File: config.mk
export PLATFORM = sky130hd
export DESIGN_NAME = cfg_port_bridge
export DESIGN_NICKNAME = d
export VERILOG_FILES = /design/src/rtl/cfg_bridge_pkg.sv /design/src/rtl/cfg_addr_latch.sv /design/src/rtl/cfg_lane_mask.sv /design/src/rtl/cfg_lane_swap.sv /design/src/rtl/cfg_window_ctrl.sv /design/src/rtl/cfg_port_bridge.sv
export SDC_FILE = /design/constraint.sdc
export NUM_CORES = 1
export LEC_CHECK = 0
export ABC_CLOCK_PERIOD_IN_PS = 4100
export BUFFER_PORTS_ARGS = -buffer_cell sky130_fd_sc_hd__buf_4
export CAP_MARGIN = 20
export CELL_PAD_IN_SITES_DETAIL_PLACEMENT = 1
export CELL_PAD_IN_SITES_GLOBAL_PLACEMENT = 1
export CORE_MARGIN = 1.5
export CORE_UTILIZATION = 30
export CTS_CLUSTER_SIZE = 40
export DETAILED_ROUTE_END_ITERATION = 6
export GPL_ROUTABILITY_DRIVEN = 0
export PLACE_DENSITY = 0.67
export SLEW_MARGIN = 10
export SYNTH_ARGS = -nofsm -noshare
export SYNTH_HDL_FRONTEND = slang
export SYNTH_SLANG_ARGS = --single-unit
File: constraint.sdc
create_clock -name clk -period 4.1 [get_ports clk]
set_input_delay 0.82 -clock clk [delete_from_list [all_inputs] [get_ports clk]]
set_output_delay 0.82 -clock clk [all_outputs]
set_load 0.01 [all_outputs]
File: src/rtl/cfg_bridge_pkg.sv
package cfg_bridge_pkg;

  localparam logic [1:0] SZ_BYTE = 2'd0;
  localparam logic [1:0] SZ_HALF = 2'd1;
  localparam logic [1:0] SZ_WORD = 2'd2;

  typedef enum logic [1:0] {
    ST_IDLE   = 2'd0,
    ST_REQ    = 2'd1,
    ST_RDWAIT = 2'd2
  } win_state_e;

  // host size code to byte count; code 3 is handled as a word
  function automatic logic [2:0] size_to_bytes(input logic [1:0] sz);
    case (sz)
      SZ_BYTE: return 3'd1;
      SZ_HALF: return 3'd2;
      default: return 3'd4;
    endcase
  endfunction

endpackage

File: src/rtl/cfg_addr_latch.sv
module cfg_addr_latch #(
  parameter int ADDR_W = 32,
  parameter int EN_BIT = ADDR_W - 1
) (
  input  logic              clk,
  input  logic              rst,
  input  logic              wr_en,
  input  logic [ADDR_W-1:0] wr_data,
  output logic [ADDR_W-1:0] q,
  output logic              enabled
);

  always_ff @(posedge clk) begin
    if (rst)        q <= '0;
    else if (wr_en) q <= wr_data;
  end

  assign enabled = q[EN_BIT];

  // only a latch write moves the stored address
  p_latch_hold_r1: assert property (@(posedge clk) disable iff (rst)
    !wr_en |=> $stable(q));

endmodule

File: src/rtl/cfg_lane_mask.sv
module cfg_lane_mask #(
  parameter int DATA_W = 32
) (
  input  logic [1:0]        size,
  input  logic [DATA_W-1:0] din,
  output logic [DATA_W-1:0] dout
);
  import cfg_bridge_pkg::*;

  localparam int NB = DATA_W / 8;

  logic [2:0] nbytes;
  assign nbytes = size_to_bytes(size);

  for (genvar i = 0; i < NB; i++) begin : g_lane
    assign dout[8*i +: 8] = (i < int'(nbytes)) ? din[8*i +: 8] : 8'h00;
  end

endmodule

File: src/rtl/cfg_lane_swap.sv
module cfg_lane_swap #(
  parameter int DATA_W = 32,
  parameter int SWAP   = 0
) (
  input  logic [1:0]        size,
  input  logic [DATA_W-1:0] din,
  output logic [DATA_W-1:0] dout
);
  import cfg_bridge_pkg::*;

  localparam int NB = DATA_W / 8;

  if (SWAP != 0) begin : g_swap
    logic [DATA_W-1:0] word_rev;
    logic [DATA_W-1:0] half_rev;

    for (genvar i = 0; i < NB; i++) begin : g_rev
      assign word_rev[8*i +: 8] = din[8*(NB-1-i) +: 8];
    end

    assign half_rev = {din[DATA_W-1:16], din[7:0], din[15:8]};

    always_comb begin
      case (size)
        SZ_BYTE: dout = din;
        SZ_HALF: dout = half_rev;
        default: dout = word_rev;
      endcase
    end
  end else begin : g_pass
    assign dout = din;
  end

endmodule

File: src/rtl/cfg_window_ctrl.sv
module cfg_window_ctrl #(
  parameter int ADDR_W = 32,
  parameter int DATA_W = 32,
  parameter int EN_BIT = ADDR_W - 1
) (
  input  logic              clk,
  input  logic              rst,
  input  logic              host_req,
  input  logic              host_port,
  input  logic              host_we,
  input  logic [1:0]        host_size,
  input  logic [1:0]        host_off,
  input  logic [DATA_W-1:0] wr_prep,
  input  logic [DATA_W-1:0] rd_prep,
  input  logic [ADDR_W-1:0] latch_q,
  input  logic              latch_en,
  input  logic              cfg_ready,
  input  logic              cfg_rvalid,
  output logic              latch_wr,
  output logic              cfg_valid,
  output logic              cfg_we,
  output logic [ADDR_W-1:0] cfg_addr,
  output logic [2:0]        cfg_size,
  output logic [DATA_W-1:0] cfg_wdata,
  output logic [1:0]        held_size,
  output logic              host_busy,
  output logic              host_done,
  output logic [DATA_W-1:0] host_rdata
);
  import cfg_bridge_pkg::*;

  localparam logic [DATA_W-1:0] ONES_B = {{(DATA_W-8){1'b0}}, 8'hFF};
  localparam logic [DATA_W-1:0] ONES_H = {{(DATA_W-16){1'b0}}, 16'hFFFF};
  localparam logic [DATA_W-1:0] ONES_W = '1;

  win_state_e st;
  logic       start;
  logic       word_wr;
  logic [ADDR_W-1:0] merged;

  assign start     = host_req && (st == ST_IDLE);
  assign latch_wr  = start && host_port && host_we;
  assign host_busy = (st != ST_IDLE);
  assign word_wr   = host_we && (size_to_bytes(host_size) == 3'd4);
  assign merged    = latch_q | {{(ADDR_W-2){1'b0}}, host_off};

  always_ff @(posedge clk) begin
    if (rst) begin
      st         <= ST_IDLE;
      cfg_valid  <= 1'b0;
      cfg_we     <= 1'b0;
      cfg_addr   <= '0;
      cfg_size   <= 3'd0;
      cfg_wdata  <= '0;
      held_size  <= SZ_BYTE;
      host_done  <= 1'b0;
      host_rdata <= '0;
    end else begin
      host_done <= 1'b0;
      case (st)
        ST_IDLE: begin
          if (start) begin
            if (host_port) begin
              host_done  <= 1'b1;
              host_rdata <= host_we ? '0 : DATA_W'(latch_q);
            end else if (!latch_en) begin
              host_done <= 1'b1;
              if (host_we) host_rdata <= '0;
              else begin
                case (host_size)
                  SZ_BYTE: host_rdata <= ONES_B;
                  SZ_HALF: host_rdata <= ONES_H;
                  default: host_rdata <= ONES_W;
                endcase
              end
            end else begin
              cfg_valid <= 1'b1;
              cfg_we    <= host_we;
              cfg_addr  <= word_wr ? latch_q : merged;
              cfg_size  <= size_to_bytes(host_size);
              cfg_wdata <= host_we ? wr_prep : '0;
              held_size <= host_size;
              st        <= ST_REQ;
            end
          end
        end
        ST_REQ: begin
          if (cfg_ready) begin
            cfg_valid <= 1'b0;
            if (cfg_we) begin
              host_done  <= 1'b1;
              host_rdata <= '0;
              st         <= ST_IDLE;
            end else begin
              st <= ST_RDWAIT;
            end
          end
        end
        ST_RDWAIT: begin
          if (cfg_rvalid) begin
            host_done  <= 1'b1;
            host_rdata <= rd_prep;
            st         <= ST_IDLE;
          end
        end
        default: st <= ST_IDLE;
      endcase
    end
  end

  // request fields hold until accepted
  p_req_hold_r8: assert property (@(posedge clk) disable iff (rst)
    cfg_valid && !cfg_ready |=> cfg_valid && $stable(cfg_addr) && $stable(cfg_size)
                                && $stable(cfg_we) && $stable(cfg_wdata));

  // an outstanding request keeps the host side busy
  p_busy_r8: assert property (@(posedge clk) disable iff (rst)
    cfg_valid |-> host_busy);

  // nothing leaves while the enable bit is clear
  p_gate_r2: assert property (@(posedge clk) disable iff (rst)
    cfg_valid |-> latch_en);

  // only legal byte counts go downstream
  p_size_legal_r7: assert property (@(posedge clk) disable iff (rst)
    cfg_valid |-> (cfg_size == 3'd1 || cfg_size == 3'd2 || cfg_size == 3'd4));

  // a byte write leaves the upper lanes clear
  p_byte_lanes_r7: assert property (@(posedge clk) disable iff (rst)
    cfg_valid && cfg_we && cfg_size == 3'd1 |-> cfg_wdata[DATA_W-1:8] == '0);

  // word writes use the latch untouched
  p_word_addr_r5: assert property (@(posedge clk) disable iff (rst)
    cfg_valid && cfg_we && cfg_size == 3'd4 |-> cfg_addr == latch_q);

  // sub-word writes differ from the latch only in the two low bits
  p_sub_addr_r4: assert property (@(posedge clk) disable iff (rst)
    cfg_valid && cfg_we && cfg_size != 3'd4 |-> cfg_addr[ADDR_W-1:2] == latch_q[ADDR_W-1:2]);

endmodule

File: src/rtl/cfg_port_bridge.sv
module cfg_port_bridge #(
  parameter int ADDR_W    = 32,
  parameter int DATA_W    = 32,
  parameter int BYTE_SWAP = 0
) (
  input  logic              clk,
  input  logic              rst,
  input  logic              host_req,
  input  logic              host_port,
  input  logic              host_we,
  input  logic [1:0]        host_size,
  input  logic [1:0]        host_off,
  input  logic [DATA_W-1:0] host_wdata,
  output logic              host_busy,
  output logic              host_done,
  output logic [DATA_W-1:0] host_rdata,
  output logic              cfg_valid,
  input  logic              cfg_ready,
  output logic              cfg_we,
  output logic [ADDR_W-1:0] cfg_addr,
  output logic [2:0]        cfg_size,
  output logic [DATA_W-1:0] cfg_wdata,
  input  logic              cfg_rvalid,
  input  logic [DATA_W-1:0] cfg_rdata
);

  localparam int EN_BIT = ADDR_W - 1;

  logic [ADDR_W-1:0] latch_q;
  logic              latch_en;
  logic              latch_wr;
  logic [1:0]        held_size;
  logic [DATA_W-1:0] wr_masked, wr_prep;
  logic [DATA_W-1:0] rd_masked, rd_prep;

  cfg_addr_latch #(.ADDR_W(ADDR_W), .EN_BIT(EN_BIT)) u_latch (
    .clk     (clk),
    .rst     (rst),
    .wr_en   (latch_wr),
    .wr_data (ADDR_W'(host_wdata)),
    .q       (latch_q),
    .enabled (latch_en)
  );

  cfg_lane_mask #(.DATA_W(DATA_W)) u_wr_mask (
    .size (host_size),
    .din  (host_wdata),
    .dout (wr_masked)
  );

  cfg_lane_swap #(.DATA_W(DATA_W), .SWAP(BYTE_SWAP)) u_wr_swap (
    .size (host_size),
    .din  (wr_masked),
    .dout (wr_prep)
  );

  cfg_lane_mask #(.DATA_W(DATA_W)) u_rd_mask (
    .size (held_size),
    .din  (cfg_rdata),
    .dout (rd_masked)
  );

  cfg_lane_swap #(.DATA_W(DATA_W), .SWAP(BYTE_SWAP)) u_rd_swap (
    .size (held_size),
    .din  (rd_masked),
    .dout (rd_prep)
  );

  cfg_window_ctrl #(.ADDR_W(ADDR_W), .DATA_W(DATA_W), .EN_BIT(EN_BIT)) u_ctrl (
    .clk        (clk),
    .rst        (rst),
    .host_req   (host_req),
    .host_port  (host_port),
    .host_we    (host_we),
    .host_size  (host_size),
    .host_off   (host_off),
    .wr_prep    (wr_prep),
    .rd_prep    (rd_prep),
    .latch_q    (latch_q),
    .latch_en   (latch_en),
    .cfg_ready  (cfg_ready),
    .cfg_rvalid (cfg_rvalid),
    .latch_wr   (latch_wr),
    .cfg_valid  (cfg_valid),
    .cfg_we     (cfg_we),
    .cfg_addr   (cfg_addr),
    .cfg_size   (cfg_size),
    .cfg_wdata  (cfg_wdata),
    .held_size  (held_size),
    .host_busy  (host_busy),
    .host_done  (host_done),
    .host_rdata (host_rdata)
  );

endmodule

==> flow_metrics.tcl <==
set metrics [dict create \
    synth_top_family_by_area "compound AO/OA/AOI/OAI gates" \
    hold_start "u_ctrl.cfg_wdata[5]" \
    layout_setup_ws_ns 1.49 \
    hold_ws_ns 0.452 \
    io_buffers 177 \
    antenna_found_initial 0 \
    finalCriticalPeriod_ns 2.61 \
    ys_warn_count 0 \
    gr-total-overflow 0 \
    h-tree-depth 4 \
    core_sq_um 18900 \
    dieArea_sq_um 20300 \
    cp.arrival_ns 2.88 \
    cts_buffers 17 \
    crit_path_max_incr_delay_ns 0.75 \
    first_global_vias 5461 \
    cts_setup_buffers 0 \
    cts_max_path_buffers 2 \
    dpl.hpwl_um 13700 \
    synth_ff_type "dfxtp_1" \
    p_per_area_nw_per_um2 405 \
    cp.required_ns 4.37 \
    outcome "complete, no violations" \
    netlist_area_sq_um 5830 \
    die_x_um 142 \
    relSlewSlack_pct 33.6 \
    synth_cells 718 \
    hp-class "reg2reg" \
    maxCapViolCount 0 \
    drc 0 \
    switching_share_pct 25.4 \
    initial_core_util_pct 30.9 \
    insertion_delay_ns 0.42 \
    power_switching_w 0.000805 \
    combPwrFrac_pct 10.2 \
    clock-root-buffer "clkbuf_16" \
    stdcell_area_sq_um 7840 \
    min_to "u_ctrl.cfg_wdata[5]" \
    clock_power_share_pct 45.5 \
    drt_iter0_markers 187 \
    worst_pin_slew_ns 0.988 \
    fin_skew_ns 0.00862 \
    std_cell_rows 50 \
    synth_compound_area_share_pct 24.9 \
    diodes 0 \
    path_cells "inv_1, ha_1, or2_1, a21oi_1, a41oi_1, a211oi_2" \
    vias 5438 \
    n_fill_cell 2338 \
    ff2ff_setup_slack_ns 1.49 \
    hold_viol 0 \
    final_cell_mix "buf_4, nand2_1, a21oi_1" \
    track_usage_pct 19.7 \
    yosys-mux-area-fraction_pct 0.193 \
    fin_util_pct 41.5 \
    start_kind "register" \
    fmax_mhz 383 \
    routed_via_density 4.80 \
    synth_area_per_cell_sq_um 8.13 \
    cp_max_fo 24 \
    dp_slack_ns 1.35 \
    final-setup-viol-count 0 \
    synth_xor_area_share_pct 0 \
    first_pass_iters 4 \
    synth_edf_count 0 \
    final_common_cell "buf_4" \
    fin_crit_sh_pct 63.7 \
    ir_worst_vdd_mv 0.293 \
    slew_violations 0 \
    rsz0062_at_grt "no" \
    synth_fa_ha_area_share_pct 1.93 \
    r2r_start "u_ctrl.st[0]" \
    ant_nets 0 \
    synthToLayoutAreaGrowth_pct 34.4 \
    cts_resized 0 \
    wl_per_cell_um 17.2 \
    synth-simple-area-share_pct 19.8 \
    worstRegToRegCells 6 \
    cts_tree "built" \
    reg2reg_to "u_ctrl.host_rdata[23]" \
    cts_sinks 138 \
    ios 178 \
    seqPwrFrac_pct 44.3 \
    synth_cell_types 35 \
    intPower_w 0.00237 \
    hold_path_depth 2 \
    async_flop_share_pct 0 \
    grt_max_degree 65 \
    drive_above_1_share_pct 29.0 \
    ys_seq_elements 138 \
    ctsHoldBuffers 0 \
    nets 943 \
    placed_cell_area_sq_um 7290 \
    yosysSeqAreaShare_pct 47.4 \
    cp_slowest_cell "ha_1" \
    grt_pass1_wl_um 30700 \
    die_h_um 142 \
    drt-total-wl_um 19500 \
    tns_ns 0 \
    clkTransAtPathRegs_ns 0.06 \
    cp-end-kind "register" \
    syn-num-nets 802 \
    critical_path_class "reg2reg" \
    leakagePower_nw 3.00 \
]
-- sequential cells by signal (all words and copies together), names as in the netlist, 2 cells and up --
name and cells:
u_ctrl.held_size 2, u_ctrl.cfg_addr 32, u_ctrl.st 2, u_ctrl.cfg_wdata 32, u_latch.q 32, u_ctrl.host_rdata 32, u_ctrl.cfg_size 3
-- power by group through the flow --
stage          Sequential (W)  Clock, W  Combinational, W
4_1_cts               0.00141   0.00148          0.000327
3_5_place_dp          0.00144         0          0.000325
3_3_place_gp          0.00144         0          0.000323
6_report              0.00141   0.00145          0.000323
5_1_grt               0.00141   0.00154          0.000355
2_1_floorplan         0.00144         0          0.000167
-- kinds of logic (layout without fill, tap and decap cells) --
logic type / after synthesis / after routing
compound gates: 225 / 225
simple gates: 268 / 268
flops: 138 / 138
mux: 1 / 1
fa+ha+maj: 9 / 9
buf+inv: 77 / 231
-- cell type report --
cell class	instances	area, sq um	share of cell area, %
Inverter	12	45.0	0.575
Clock buffer	22	454	5.79
Clock inverter	10	96.3	1.23
Timing Repair Buffer	187	1420	18.1
Sequential cell	138	2760	35.2
Tap cell	260	325	4.15
Multi-Input combinational cell	503	2740	34.9
-- stage by stage --
step / cells / total power, W
global route: 1132 / 0.00331
global placement: 1100 / 0.00176
floorplan: 718 / 0.00161
detailed placement: 1100 / 0.00176
finish: 1132 / 0.00318
CTS: 1132 / 0.00322
-- layer usage --
layer  GRT usage [%]  vias up  wire (um)
li1                -     2743          -
met3            4.00       18        805
met2            28.9      111       8540
met1            28.6     2566       9920
met4            6.46        0        246
met5               0        -          0
-- Yosys cell counts, types with 3 or more instances --
| master | n | area (sq um) |
|---|---|---|
| o21ai_0 | 4 | 20.0 |
| a211oi_1 | 3 | 22.5 |
| a211oi_2 | 24 | 300 |
| nor3_1 | 11 | 55.1 |
| inv_1 | 12 | 45.0 |
| nor2_1 | 16 | 60.1 |
| clkbuf_1 | 40 | 150 |
| buf_2 | 19 | 95.1 |
| nand2_1 | 175 | 657 |
| a211o_1 | 8 | 70.1 |
| a22oi_1 | 8 | 60.1 |
| and3_1 | 3 | 18.8 |
| ha_1 | 9 | 113 |
| a311oi_2 | 6 | 90.1 |
| buf_6 | 4 | 45.0 |
| nor2b_1 | 9 | 56.3 |
| a21oi_1 | 164 | 821 |
| or2_2 | 3 | 18.8 |
| a311oi_1 | 3 | 26.3 |
| dfxtp_1 | 138 | 2760 |
| nand2b_1 | 8 | 50.1 |
| nand3_1 | 34 | 170 |
-- critical path, delay by kind of cell, from the launching register on --
kind	cells	cell delay (ns)
AO/OA/AOI/OAI	3	0.47
adder cells (fa/ha/maj)	1	0.75
buffers and inverters	1	0.12
flip-flops	1	0.40
AND/OR/NAND/NOR	1	0.72
-- how the worst max path moves through the flow --
stage,cells past startpoint,to,startpoint,slack (ns)
detailed placement,6,u_ctrl.host_rdata[26],host_port,1.35
CTS,6,u_ctrl.host_rdata[23],u_ctrl.st[0],1.48
finish,6,u_ctrl.host_rdata[23],u_ctrl.st[0],1.49
floorplan,6,u_ctrl.cfg_wdata[16],host_size[1],2.09
global placement,6,u_ctrl.host_rdata[7],host_port,1.37
global route,6,u_ctrl.host_rdata[14],u_ctrl.st[0],1.26
No activity file was read; power rests on OpenSTA's default activity.
